==> src/rtl/smp_pkg.sv <==
`timescale 1ns/1ps
package smp_pkg;

  typedef enum logic {
    RD_AFTER  = 1'b0,
    RD_DURING = 1'b1
  } rd_mode_e;

  // Coding of the top bit: offset binary flips the sign bit.
  function automatic logic coded_msb(input logic twos_msb, input logic obin);
    return twos_msb ^ obin;
  endfunction

endpackage

==> src/rtl/smp_result_hold.sv <==
`timescale 1ns/1ps
module smp_result_hold #(
  parameter int W = 16
) (
  input  logic         clk,
  input  logic         rst_n,
  input  logic         conv_start,
  input  logic         conv_done,
  input  logic [W-1:0] conv_data,
  input  logic         fmt_obin,
  output logic         busy,
  output logic [W-1:0] held_word,
  output logic [W-1:0] fresh_word
);
  import smp_pkg::*;

  always_comb begin
    fresh_word      = conv_data;
    fresh_word[W-1] = coded_msb(conv_data[W-1], fmt_obin);
  end

  always_ff @(posedge clk) begin
    if (!rst_n) begin
      busy      <= 1'b0;
      held_word <= '0;
    end else begin
      if (conv_start)     busy <= 1'b1;
      else if (conv_done) busy <= 1'b0;
      if (conv_done) held_word <= fresh_word;
    end
  end

endmodule

==> src/rtl/smp_bit_timer.sv <==
`timescale 1ns/1ps
module smp_bit_timer #(
  parameter int SCLK_HALF = 2,
  parameter int BITS      = 16
) (
  input  logic clk,
  input  logic rst_n,
  input  logic launch,
  output logic frame_active,
  output logic sclk_base,
  output logic bit_shift,
  output logic frame_end
);
  localparam int CW     = (SCLK_HALF > 1) ? $clog2(SCLK_HALF) : 1;
  localparam int PHASES = 2 * BITS;
  localparam int IW     = $clog2(PHASES);

  logic [CW-1:0] cnt;
  logic [IW-1:0] half_idx;
  logic          phase_end;

  assign phase_end = frame_active && (cnt == CW'(SCLK_HALF - 1));
  assign bit_shift = phase_end && half_idx[0];
  assign frame_end = phase_end && (half_idx == IW'(PHASES - 1));
  assign sclk_base = frame_active && half_idx[0];

  always_ff @(posedge clk) begin
    if (!rst_n) begin
      frame_active <= 1'b0;
      cnt          <= '0;
      half_idx     <= '0;
    end else if (launch && !frame_active) begin
      frame_active <= 1'b1;
      cnt          <= '0;
      half_idx     <= '0;
    end else if (frame_active) begin
      if (phase_end) begin
        cnt <= '0;
        if (frame_end) frame_active <= 1'b0;
        else           half_idx     <= half_idx + 1'b1;
      end else begin
        cnt <= cnt + 1'b1;
      end
    end
  end

endmodule

==> src/rtl/smp_shift_out.sv <==
`timescale 1ns/1ps
module smp_shift_out #(
  parameter int W = 16
) (
  input  logic         clk,
  input  logic         rst_n,
  input  logic         load,
  input  logic [W-1:0] load_word,
  input  logic         shift,
  output logic         msb
);
  logic [W-1:0] shreg;

  assign msb = shreg[W-1];

  always_ff @(posedge clk) begin
    if (!rst_n)     shreg <= '0;
    else if (load)  shreg <= load_word;
    else if (shift) shreg <= {shreg[W-2:0], 1'b0};
  end

endmodule

==> src/rtl/ser_master_port.sv <==
`timescale 1ns/1ps
module ser_master_port #(
  parameter int W         = 16,
  parameter int SCLK_HALF = 2
) (
  input  logic         clk,
  input  logic         rst_n,
  input  logic         conv_start,
  input  logic         conv_done,
  input  logic [W-1:0] conv_data,
  input  logic         cs_n,
  input  logic         rd_n,
  input  logic         fmt_obin,
  input  logic         sync_inv,
  input  logic         sclk_inv,
  input  logic         read_prev,
  output logic         sclk,
  output logic         sdout,
  output logic         sync,
  output logic         busy
);
  import smp_pkg::*;

  rd_mode_e     mode;
  logic         port_en;
  logic         launch;
  logic         frame_active;
  logic         sclk_base;
  logic         bit_shift;
  logic         frame_end;
  logic         shift_msb;
  logic [W-1:0] held_word;
  logic [W-1:0] fresh_word;
  logic [W-1:0] frame_word;

  assign mode       = rd_mode_e'(read_prev);
  assign port_en    = !cs_n && !rd_n;
  assign launch     = port_en && !frame_active &&
                      ((mode == RD_DURING) ? conv_start : conv_done);
  assign frame_word = (mode == RD_DURING) ? held_word : fresh_word;

  smp_result_hold #(.W(W)) u_hold (
    .clk        (clk),
    .rst_n      (rst_n),
    .conv_start (conv_start),
    .conv_done  (conv_done),
    .conv_data  (conv_data),
    .fmt_obin   (fmt_obin),
    .busy       (busy),
    .held_word  (held_word),
    .fresh_word (fresh_word)
  );

  smp_bit_timer #(.SCLK_HALF(SCLK_HALF), .BITS(W)) u_timer (
    .clk          (clk),
    .rst_n        (rst_n),
    .launch       (launch),
    .frame_active (frame_active),
    .sclk_base    (sclk_base),
    .bit_shift    (bit_shift),
    .frame_end    (frame_end)
  );

  smp_shift_out #(.W(W)) u_shift (
    .clk       (clk),
    .rst_n     (rst_n),
    .load      (launch),
    .load_word (frame_word),
    .shift     (bit_shift),
    .msb       (shift_msb)
  );

  assign sclk  = sclk_base ^ sclk_inv;
  assign sdout = frame_active && shift_msb;
  assign sync  = frame_active ^ sync_inv;

endmodule

==> config.mk <==
export PLATFORM = sky130hd
export DESIGN_NAME = ser_master_port
export DESIGN_NICKNAME = d
export VERILOG_FILES = /design/src/rtl/smp_pkg.sv /design/src/rtl/smp_result_hold.sv /design/src/rtl/smp_bit_timer.sv /design/src/rtl/smp_shift_out.sv /design/src/rtl/ser_master_port.sv
export SDC_FILE = /design/constraint.sdc
export NUM_CORES = 1
export LEC_CHECK = 0
export BUFFER_PORTS_ARGS = -buffer_cell sky130_fd_sc_hd__buf_4
export CORE_ASPECT_RATIO = 1.5
export CORE_MARGIN = 4
export CORE_UTILIZATION = 57
export DETAILED_ROUTE_END_ITERATION = 7
export HOLD_SLACK_MARGIN = 0.02
export PLACE_DENSITY = 0.79
export SYNTH_ARGS = -nofsm -noshare
export SYNTH_HDL_FRONTEND = slang
export SYNTH_HIERARCHICAL = 1
export SYNTH_SLANG_ARGS = --single-unit
export TNS_END_PERCENT = 5
==> constraint.sdc <==
create_clock -name clk -period 1.9 [get_ports clk]
set_input_delay 0.38 -clock clk [delete_from_list [all_inputs] [get_ports clk]]
set_output_delay 0.38 -clock clk [all_outputs]
set_load 0.01 [all_outputs]
==> After elaboration in Yosys (flattened, before gate mapping) <==
Cells that the tools add are included.
{ "word_totals": {"reg_bits": 40, "latch_bits": 0, "elab_cells": 41, "mem_bits_rw": 0, "input_bits": 26, "n_memories": 0, "romBits": 0} }
{ "op_classes": {"muxes": 11, "n_lt_le_gt_ge": 0, "mul": 0, "div": 0, "n_eq_ne": 1, "n_reduce_logical": 16, "shifts": 0, "bitwise_logic": 5, "addsub": 2} }
{ "ops": {"columns": ["operator", "n"], "rows": [
  ["16-bit two-way mux", 3],
  ["1-bit logical AND", 9],
  ["1-bit two-way mux", 8],
  ["5-bit by 1-bit adder with 5-bit output, second input constant", 1],
  ["5-bit == test, second input constant", 1],
  ["2-bit nonzero test", 2],
  ["1-bit logical NOT", 3],
  ["3-bit AND reduction", 1],
  ["1-bit bitwise XOR", 3],
  ["1-bit inverter", 2],
  ["2-bit OR reduction", 1],
  ["1-bit adder, second input constant", 1]
]} }

==> Logic depth before layout (Yosys ltp) <==
Gate-level depths: netlist of the first run.
{ "depth": {"word_depth": 6, "ltp_mapped": 7} }

==> Hierarchy <==
Netlist of the first run, hierarchy kept.
{ "modules_own_cells": {"columns": ["mod", "cells_per_inst", "instances", "seq_area_each_um2", "area_per_inst_um2"], "rows": [
  ["smp_shift_out", 70, 1, 320.3, 842.1],
  ["smp_result_hold", 71, 1, 340.3, 769.5],
  ["smp_bit_timer", 34, 1, 140.1, 335.3],
  ["ser_master_port", 23, 1, 0.0, 289.0]
]} }

==> Worst setup path before layout of the first run <==
OpenSTA, ideal clock, no wires.
{ "synth_path": {"path_type": "input to register", "from": "input port read_prev", "to": "register u_shift.shreg[0]", "path_stages": 7, "t_required_ns": 1.830, "setup_slack_ns": 0.119, "t_arrival_ns": 1.711, "path_cell_list": "buf_6 -> mux2i_1 -> nor4_1 -> buf_2 -> buf_6 -> nand2_1 -> a21boi_1"} }
{ "synth_via": {"elab_chain_cells": 3, "word_cells_on_any_way": 5, "classes_between": "mux: 3; reduce/logical: 2"} }
{ "synth_lines": {"columns": ["item", "line", "text"], "rows": [
  ["from (decl)", "ser_master_port.sv:16", "input logic read_prev,"],
  ["1-bit two-way mux (*)", "ser_master_port.sv:39", "((mode == RD_DURING) ? conv_start : conv_done);"],
  ["1-bit logical AND (*)", "ser_master_port.sv:38", "assign launch = port_en && !frame_active &&"],
  ["net launch", "ser_master_port.sv:26", "logic launch;"],
  ["16-bit two-way mux / 2-bit nonzero test (equally long branches)", null, null],
  ["to (signal assigned)", "smp_shift_out.sv:18", "else if (load) shreg <= load_word;"],
  ["to (signal assigned)", "smp_shift_out.sv:19", "else if (shift) shreg <= {shreg[W-2:0], 1'b0};"],
  ["to (decl)", "smp_shift_out.sv:12", "logic [W-1:0] shreg;"]
]} }
Mark *: on every way through the listed nets, which the timed path passes. The rest lies on a longest branch.
A chain may end at the register's enable or synchronous reset.

==> Worst setup path in the final report of the first run <==
{ "layout_path": {"from": "register u_timer.half_idx[0]", "to": "register u_timer.half_idx[3]"} }
{ "layout_via": {"elab_chain_cells": 4, "word_cells_on_any_way": 5, "classes_between": "add/sub: 1; eq/ne: 1; bitwise: 1; reduce/logical: 2"} }
{ "layout_lines": {"columns": ["item", "line", "text"], "rows": [
  ["from (decl)", "smp_bit_timer.sv:19", "logic [IW-1:0] half_idx;"],
  ["from (signal assigned)", "smp_bit_timer.sv:40", "else half_idx <= half_idx + 1'b1;"],
  ["branches (longest 4 deep; another with 5-bit by 1-bit adder with 5-bit output)", null, null]
]} }
Several ways; the timed one is not identified.

==> metrics.cfg, run 1 <==
[synthesis]
syn_area_per_cell_um2=11.29
yosys.area.top_type=dfxtp_1
synthSimpleGateAreaFrac_pct=14.16
synth_area_leaders=dfxtp_1 36%, mux2_4 13%, mux2i_1 8.1%
ys_top_cells_by_count=40 x dfxtp_1, 19 x mux2_4, 18 x mux2i_1
synth.mux.area_fraction_pct=26.86
synthesis.nets=226
seq_area_frac_synth_pct=35.81
synth_compound_area_share_pct=8.506
synth_top_area_share_pct=35.81
synthCells=198
synth_fa_ha_area_share_pct=1.119
syn_area_mm2=0.002236
synthXorXnorAreaFrac_pct=2.350
yosys_warnings=6
synth_seq_cells=40
synth_edf_count=0
synth_cell_types=33
yosysMostFrequentCell=dfxtp_1
synth_top_family_by_area=multiplexers
ys.flop_type=dfxtp_1
async_reset_ff_share_pct=0

[floorplan]
die_x_um=59.14
core_mm2=0.003716
die_height_um=84.71
ios=30
fp.dieArea_mm2=0.005009
rows=27
start_util_pct=60.17

[job]
cap_violations=0

[power_and_ir_drop]
seq_power_share_pct=51.8
peakVddDrop_mv=0.6624
finalPower_w=0.001748
power-per-cell-area_mw_per_mm2=726.6
p_switching_w=0.0004195
p_int_w=0.001329
p_comb_share_pct=14.6
sw_frac_of_total_pct=23.99
clkPwrFrac_pct=33.6
p_leak_nw=1.246

[cells_and_area]
final_nets=239
drive_above_1_share_pct=35.85
synthToLayoutAreaGrowth_pct=7.611
antenna_cells=0
num-fill-cells=311

[worst_setup_path]
worst_setup_path_end_kind=register
critPathBufInv=0
required_ps=2120
crit_family=simple AND/OR/NAND/NOR gates
max_stage_delay_ps=360
crit_chain=ha_1 > and3_1 > ha_1 > nand3b_4 > or3_1 > a21oi_1
crit_fanout=5
critPathKind=register to register
crit_slowest_cell=dfxtp_1
cpMostUsedCell=ha_1
worstSetupStartpointType=register
arrival_ps=2010

[route]
drt_wl_total_mm=3.953
vias=1390
drt-pass1-iter-count=4
drcViolationCount=0
wire_per_inst_um=15.50
via_per_inst=5.451
drt-initial-drc-count=46
antenna_left=0

[clocking]
htreeDepth=2
cts.sinks=40
insertion_delay_ps=290
postCtsSetupBuffers=0
cts_buffer_depth=2
ctsResizeCount=0
cts_buffers=5
cts_tree=yes
root_buffer=clkbuf_8
cts.clk_slew.worst_paths_ps=70
hold_buffers=0

[timing]
tns_ps=0
fin_crit_ps=1784
hold_violations=0
setup_viol=0
relSlewSlack_pct=69.75
timing.fmax_mhz=560.6
drv_slew=0
min_period_over_period_pct=93.88
rsz0062_at_grt=no
finClkSkew_ps=2.428
tightest_slew_ps=450.7

[placement]
hpwlAfterDp_mm=2.769
port_buffers=29
place.gp.congestion=0.8686

[grt]
grt_pass1_wl_mm=6.810
grt_usage_pct=17.72
antenna_found_initial=0
gr-total-overflow=0
grt_max_degree=36
grt_pass1_vias=1540

[run_status]
status=complete, no violations

[worst_hold_path]
hold_class=input pin to register

-- stage by stage --
step	instances	hold slack, ps	instance area [um^2]	setup WS (ps)	utilization, %
after floorplan	198	453.9	2236	119.3	-
after global placement	247	467.7	2313	279.0	62.26
after detailed placement	247	503.8	2313	174.4	62.26
after CTS	255	295.8	2406	154.2	64.75
after global routing	255	310.3	2406	80.54	64.75
final	255	303.1	2406	116.3	64.75
-- flip-flops by register name (all words and copies together), names as in the netlist --
name	cells
u_hold/held_word	16
u_shift/shreg	16
u_timer/half_idx	5
u_hold/busy	1
u_timer/cnt	1
u_timer/frame_active	1
-- area by class of cell --
cell class | count | area (um^2) | area share (%)
clock buffer | 6 | 82.58 | 3.432
tap | 43 | 53.80 | 2.236
sequential | 40 | 800.8 | 33.28
clock inverter | 2 | 10.01 | 0.4160
multi-input combinational | 129 | 1191 | 49.51
inverter | 2 | 7.507 | 0.3120
timing repair buffer | 33 | 260.3 | 10.82
-- final timing paths --
kind | slack [ps] | depth (start not counted) | startpoint | to
hold / removal | 300 | 2 | conv_start | u_hold/busy
setup reg to reg | 120 | 6 | u_timer/half_idx[0] | u_timer/half_idx[3]
setup / recovery | 120 | 6 | u_timer/half_idx[0] | u_timer/half_idx[3]
hold reg to reg | 520 | 2 | u_hold/held_word[0] | u_hold/held_word[0]
-- layer usage --
layer | global-route usage [%] | routed length [um] | vias to the layer above
li1 | - | - | 698
met5 | 0 | 0 | -
met2 | 30.38 | 2118 | 37
met1 | 19.55 | 1557 | 647
met3 | 4.308 | 170 | 8
met4 | 9.072 | 106 | 0
-- power groups by stage --
| stage | clock network, W | registers, W | logic (W) |
|---|---|---|---|
| after floorplan | 0 | 0.000919 | 0.000207 |
| after global placement | 0 | 0.000921 | 0.000249 |
| after detailed placement | 0 | 0.000925 | 0.000257 |
| after CTS | 0.000608 | 0.000905 | 0.000259 |
| after global routing | 0.000637 | 0.000911 | 0.000281 |
| final | 0.000587 | 0.000905 | 0.000256 |
-- worst reg2reg max path: cells and delay by family (launching register included) --
| family | cells | cell delay, ps |
|---|---|---|
| adders and majority gates | 2 | 450 |
| AOI/OAI and AO/OA | 1 | 150 |
| DFF | 1 | 360 |
| and+or+nand+nor | 3 | 750 |
-- cells in the final DEF, fill, tap and decap left out, drive strengths merged --
master | netlist | layout
ha | 2 | 2
clkinv | 0 | 2
nor4 | 1 | 1
nor2b | 16 | 16
buf | 25 | 33
dfxtp | 40 | 40
and2 | 2 | 2
nand3 | 1 | 1
nand2 | 1 | 1
inv | 2 | 2
mux2i | 18 | 18
clkbuf | 2 | 6
nand3b | 1 | 1
o21a | 1 | 1
and3 | 3 | 3
or3b | 1 | 1
xor2 | 4 | 4
nor2 | 6 | 6
xnor2 | 2 | 2
nand4b | 1 | 1
or3 | 1 | 1
o21ai | 3 | 3
nand2b | 15 | 15
a21boi | 1 | 1
o211a | 15 | 15
nor3b | 1 | 1
mux2 | 31 | 31
a21oi | 2 | 2
-- kinds of logic after synthesis --
group,count (synthesis)
muxes,49
DFF,40
and+or+nand+nor,50
xor gates and xnor gates,6
buffers and inverters,29
adders and majority gates,2
AOI/OAI and AO/OA,22
Power figures use the tool's default switching activity.
==> run 2, diff against run 1 <==
clock period = 1.92 ns   (was 1.9 ns; I/O delays follow)
==> run 2 against run 1 <==
Sequential cell count is the same. Maximum frequency shrank 0.13%. Non-clock buffer count is the same. Power grew 4.2%. Highest routed layer unchanged. Clock power grew 15%. Largest cell class unchanged. Utilization grew 0.40 points. Die area is the same. Hold slack gained 6.0 ps. Clock skew grew 4.7 ps. Critical endpoint unchanged.
==> metrics.cfg, run 2 (synthesis results as in run 1) <==
[timing]
min_period_over_period_pct=93.02  ; -0.86 points
holdWs_ps=309.1  ; +5.963 ps
setup_ws_ps=134.1  ; +17.71 ps
hold_violations=0  ; unchanged
relSlewSlack_pct=71.66  ; +1.9 points
setup_viol=0  ; unchanged
tightest_slew_ps=425.1  ; -25.60 ps
tns_ps=0  ; unchanged
drv_slew=0  ; unchanged
rsz0062_at_grt=no
fin_crit_ps=1786  ; +2.288 ps
finClkSkew_ps=7.103  ; +4.675 ps
timing.fmax_mhz=559.9  ; -0.13%

[grt]
grt_pass1_wl_mm=6.430  ; -5.6%
use_met1_pct=17.45  ; -2.1 points
grt_usage_pct=16.34  ; -1.4 points
grt-busiest-layer=met2
grt_pass1_vias=1489  ; -3.3%
antenna_found_initial=0  ; unchanged
met2_usage_pct=29.18  ; -1.2 points
grt_max_degree=36  ; unchanged
gr-total-overflow=0  ; unchanged
grt_util_met3_pct=3.538  ; -0.77 points

[route]
via_per_inst=5.580  ; +2.4%
vias=1423  ; +2.4%
antenna_left=0  ; unchanged
wire_per_inst_um=14.80  ; -4.5%
drt-initial-drc-count=23  ; -50%
drcViolationCount=0  ; unchanged
drt_wl_total_mm=3.774  ; -4.5%
drt-pass1-iter-count=4  ; unchanged

[placement]
hpwlAfterDp_mm=2.682  ; -3.2%
place.gp.congestion=0.8644  ; -0.48%
port_buffers=29  ; unchanged
place_ws_ps=170.2  ; -4.138 ps

[floorplan]
fp.dieArea_mm2=0.005009  ; unchanged
core_mm2=0.003716  ; unchanged
ios=30  ; unchanged
die_height_um=84.71  ; unchanged
start_util_pct=60.17  ; unchanged
rows=27  ; unchanged
die_x_um=59.14  ; unchanged

[power_and_ir_drop]
power-per-cell-area_mw_per_mm2=752.3  ; +3.5%
p_leak_nw=1.251  ; +0.34%
peakVddDrop_mv=0.5606  ; -15%

[cells_and_area]
antenna_cells=0  ; unchanged
final_cell_mix=40 x dfxtp_1, 32 x buf_4, 19 x mux2_4
synthToLayoutAreaGrowth_pct=8.282
drive_above_1_share_pct=35.38  ; -0.47 points
final_nets=239  ; unchanged
final_util_pct=65.15  ; +0.40 points
reg_top3=u_hold/held_word: 16 flops, u_shift/shreg: 16 flops, u_timer/half_idx: 5 flops
layout_commonest_cell=dfxtp_1

[worst_setup_path]
worst_setup_path_end_kind=register
arrival_ps=2010  ; about the same
worstSetupStartpointType=register
crit_fanout=5  ; unchanged
required_ps=2150  ; +30 ps
critPathKind=register to register

[clocking]
htreeDepth=2  ; unchanged
cts_buffer_depth=2  ; unchanged
ctsResizeCount=0  ; unchanged
insertion_delay_ps=290  ; about the same
cts.clk_slew.worst_paths_ps=80  ; about the same
cts_tree=yes
postCtsSetupBuffers=0  ; unchanged
hold_buffers=0  ; unchanged
cts.sinks=40  ; unchanged
root_buffer=clkbuf_8
cts_buffers=5  ; unchanged

[run_status]
status=complete, no violations

[worst_hold_path]
hold_class=input pin to register

[job]
cap_violations=0  ; unchanged

run 2: changes by cell type in the layout (fill, tap and decap cells not counted), sizes merged:
cell	previous run	this run
clkinv	2	1
bufinv	0	1
run 2: final cells by class:
| cell class | count | area, um^2 |
|---|---|---|
| clock buffer | 6 | 72.57 |
| fill | 298 | 1295 |
| timing repair buffer | 33 | 260.3 |
| clock inverter | 2 | 35.03 |
| sequential | 40 | 800.8 |
| multi-input combinational | 129 | 1191 |
| tap | 43 | 53.80 |
| inverter | 2 | 7.507 |
run 2: worst max-delay path, stage by stage (launching register included):
cell	delay, ps
dfxtp_1	370
ha_1	230
and3_1	200
ha_1	210
nand3b_4	200
or3_1	370
a21oi_1	140
run 2: power breakdown:
group          total, W  switching, W  internal (W)
combinational  0.000251     0.0000956      0.000156
sequential     0.000896     0.0000234      0.000872
clock          0.000674      0.000289      0.000386
run 2: worst paths after layout:
kind | start | to | slack [ps] | depth (start not counted)
worst max-delay path | u_timer/half_idx[0] | u_timer/half_idx[3] | 130 | 6
worst min-delay path | conv_start | u_hold/busy | 310 | 2
worst max register to register | u_timer/half_idx[0] | u_timer/half_idx[3] | 130 | 6
worst min register to register | u_hold/held_word[0] | u_hold/held_word[0] | 520 | 2
run 2: metal layers:
| layer | vias up | part of all wire, % | wire [um] |
|---|---|---|---|
| li1 | 691 | - | - |
| met1 | 682 | 40 | 1504 |
| met2 | 41 | 53 | 2010 |
| met3 | 9 | 3.8 | 145 |
| met4 | 0 | 3.0 | 114 |
| met5 | - | 0 | 0 |
run 2: through the flow:
stage	instance area [um^2]	power, W	instances
global route	2421	0.001898	255
floorplan	2236	0.001114	198
finish	2421	0.001821	255
detailed placement	2313	0.001168	247
global placement	2313	0.001158	247
CTS	2421	0.001841	255
==> run 3, diff against run 2 <==
ABC_AREA = 1   (was default)
CORE_UTILIZATION = 51   (was 57)
PLACE_DENSITY = 0.75   (was 0.79)
SKIP_CTS_REPAIR_TIMING = 1   (was default)
clock period = 1.6 ns   (was 1.92 ns; I/O delays follow)
==> run 3 against run 2 <==
Critical path depth decreased by 1. Hold slack got worse by 49 ps. Global-route usage increased by 2.4 points. Sequential share of layout area increased by 0.82 points. Non-clock buffer count increased by 7. Power increased by 9.7%. Count of clock-buffer cells in the layout unchanged. Cell count increased by 53%. Combinational power increased by 17%. Critical path type is now register to primary output. Largest cell class unchanged.
==> metrics.cfg, run 3 <==
[power_and_ir_drop]
clkPwrFrac_pct=31.8  ; -5.2 points
power-per-cell-area_mw_per_mm2=842.8  ; +12%
p_comb_share_pct=14.7  ; +0.9 points
seq_power_share_pct=53.5  ; +4.3 points
p_int_w=0.001468  ; +3.8%
p_leak_nw=1.284  ; +2.7%
peakVddDrop_mv=0.6973  ; +24%
sw_frac_of_total_pct=26.51  ; +4.1 points
p_switching_w=0.0005294  ; +30%

[timing]
rsz0062_at_grt=no
tns_ps=0  ; unchanged
finClkSkew_ps=6.041  ; -1.062 ps
fin_crit_ps=1499
drv_slew=0  ; unchanged
timing.fmax_mhz=667.0
min_period_over_period_pct=93.71
relSlewSlack_pct=77.92  ; +6.3 points
tightest_slew_ps=330.9  ; -94.22 ps
holdWs_ps=260.5  ; -48.58 ps
hold_violations=0  ; unchanged
setup_viol=0  ; unchanged

[worst_setup_path]
required_ps=1280  ; -870 ps
worst_setup_path_end_kind=primary output
arrival_ps=1180  ; -830 ps
crit_fanout=6  ; +1
critPathBufInv=3  ; +3
worstSetupStartpointType=register
critPathKind=register to primary output
max_stage_delay_ps=360  ; about the same
crit_family=flip-flops
crit_chain=buf_4 > nand2_1 > inv_1 > xor2_1 > buf_4
cpMostUsedCell=buf_4
crit_slowest_cell=dfxtp_2

[worst_hold_path]
hold_class=input pin to register

[synthesis]
synthesis.nets=354  ; +57%
syn_area_mm2=0.002167  ; -3.1%
yosys_warnings=6  ; unchanged
syn_area_per_cell_um2=6.647  ; -41%
synthCells=326  ; +65%

[placement]
dpl_cell_area_mm2=0.002286  ; -1.2%
port_buffers=29  ; unchanged
hpwlAfterDp_mm=3.237  ; +21%
place.gp.congestion=0.8444  ; -2.3%

[grt]
grt_pass1_wl_mm=7.686  ; +20%
gr-total-overflow=0  ; unchanged
grt_usage_pct=18.74  ; +2.4 points
antenna_found_initial=0  ; unchanged
grt_pass1_vias=1846  ; +24%
grt_max_degree=19  ; -47%

[clocking]
insertion_delay_ps=290  ; about the same
cts.sinks=40  ; unchanged
htreeDepth=2  ; unchanged
cts_buffers=5  ; unchanged
root_buffer=clkbuf_8
cts_tree=yes
cts.clk_slew.worst_paths_ps=80  ; about the same
cts_buffer_depth=2  ; unchanged

[cells_and_area]
final_nets=373  ; +56%
antenna_cells=0  ; unchanged
final_cell_mix=111 x nand2_1, 43 x nor2_1, 40 x buf_4
drive_above_1_share_pct=17.97  ; -17 points
layout_commonest_cell=nand2_1
reg_top3=u_hold/held_word: 16 flops, u_shift/shreg: 16 flops, u_timer/half_idx: 5 flops
fin_area_mm2=0.002370  ; -2.1%
synthToLayoutAreaGrowth_pct=9.353

[route]
via_per_inst=4.979  ; -11%
drt-pass1-iter-count=4  ; unchanged
drt_wl_total_mm=4.503  ; +19%
drt-initial-drc-count=66  ; +190%
wire_per_inst_um=11.55  ; -22%
antenna_left=0  ; unchanged
drcViolationCount=0  ; unchanged
vias=1942  ; +36%

[floorplan]
start_util_pct=53.79  ; -6.4 points
core_mm2=0.004029  ; +8.4%
ios=30  ; unchanged
die_height_um=87.84  ; +3.7%
rows=28  ; +3.7%
fp.dieArea_mm2=0.005378  ; +7.4%
die_x_um=61.23  ; +3.5%

[job]
cap_violations=0  ; unchanged

[run_status]
status=complete, no violations

[run 3: cell types whose count changed in the layout (fill, tap and decap cells not counted), sizes merged, moves of 15 or more]
cell    delta
nand2    +115
nor2      +40
inv       +31
mux2      -31
nand3     +29
mux2i     -18
nor2b     -16
nand2b    -15
o211a     -15
o21ai     +15
[run 3: worst paths after layout]
| check | start | to | slack [ps] | cells past startpoint |
|---|---|---|---|---|
| max | u_timer/frame_active | sclk | 100 | 5 |
| min | conv_data[10] | u_hold/held_word[10] | 260 | 3 |
| max reg2reg | u_timer/half_idx[0] | u_timer/half_idx[3] | 120 | 7 |
| min reg2reg | u_shift/shreg[12] | u_shift/shreg[12] | 470 | 2 |
[run 3: power groups by stage]
stage,clock (W),sequential [W],combinational (W)
5_1_grt,0.000699,0.00107,0.000334
3_5_place_dp,0,0.00109,0.000293
3_3_place_gp,0,0.00109,0.000288
4_1_cts,0.000664,0.00107,0.000295
2_1_floorplan,0,0.00109,0.000217
6_report,0.000635,0.00107,0.000294
[run 3: layout make-up]
type	count	area (um^2)
timing repair buffer	40	300.3
inverter	33	131.4
multi-input combinational	225	1001
sequential	40	803.3
fill	391	1659
clock inverter	1	5.005
clock buffer	6	72.57
tap	45	56.30
[run 3: worst min-delay path, cell delays in order]
cell and delay (ps):
buf_4 80, nor2_1 30, nor2_1 80
[run 3: layer usage]
metal	track usage, %	vias up	share of wire, %
li1	-	1020	-
met1	19.93	886	42
met2	34.49	28	53
met3	4.130	8	3.5
met4	7.101	0	1.7
met5	0	-	0
[run 3: per-stage QoR]
stage / util, % / total power (W) / instances / worst slack (ps)
2_1_floorplan: - / 0.001304 / 326 / 85.01
6_report: 58.82 / 0.001997 / 390 / 100.7
5_1_grt: 58.82 / 0.002107 / 390 / 12.06
3_5_place_dp: 56.74 / 0.001384 / 383 / 40.31
3_3_place_gp: 56.74 / 0.001378 / 383 / 55.03
4_1_cts: 58.66 / 0.002026 / 390 / 20.48
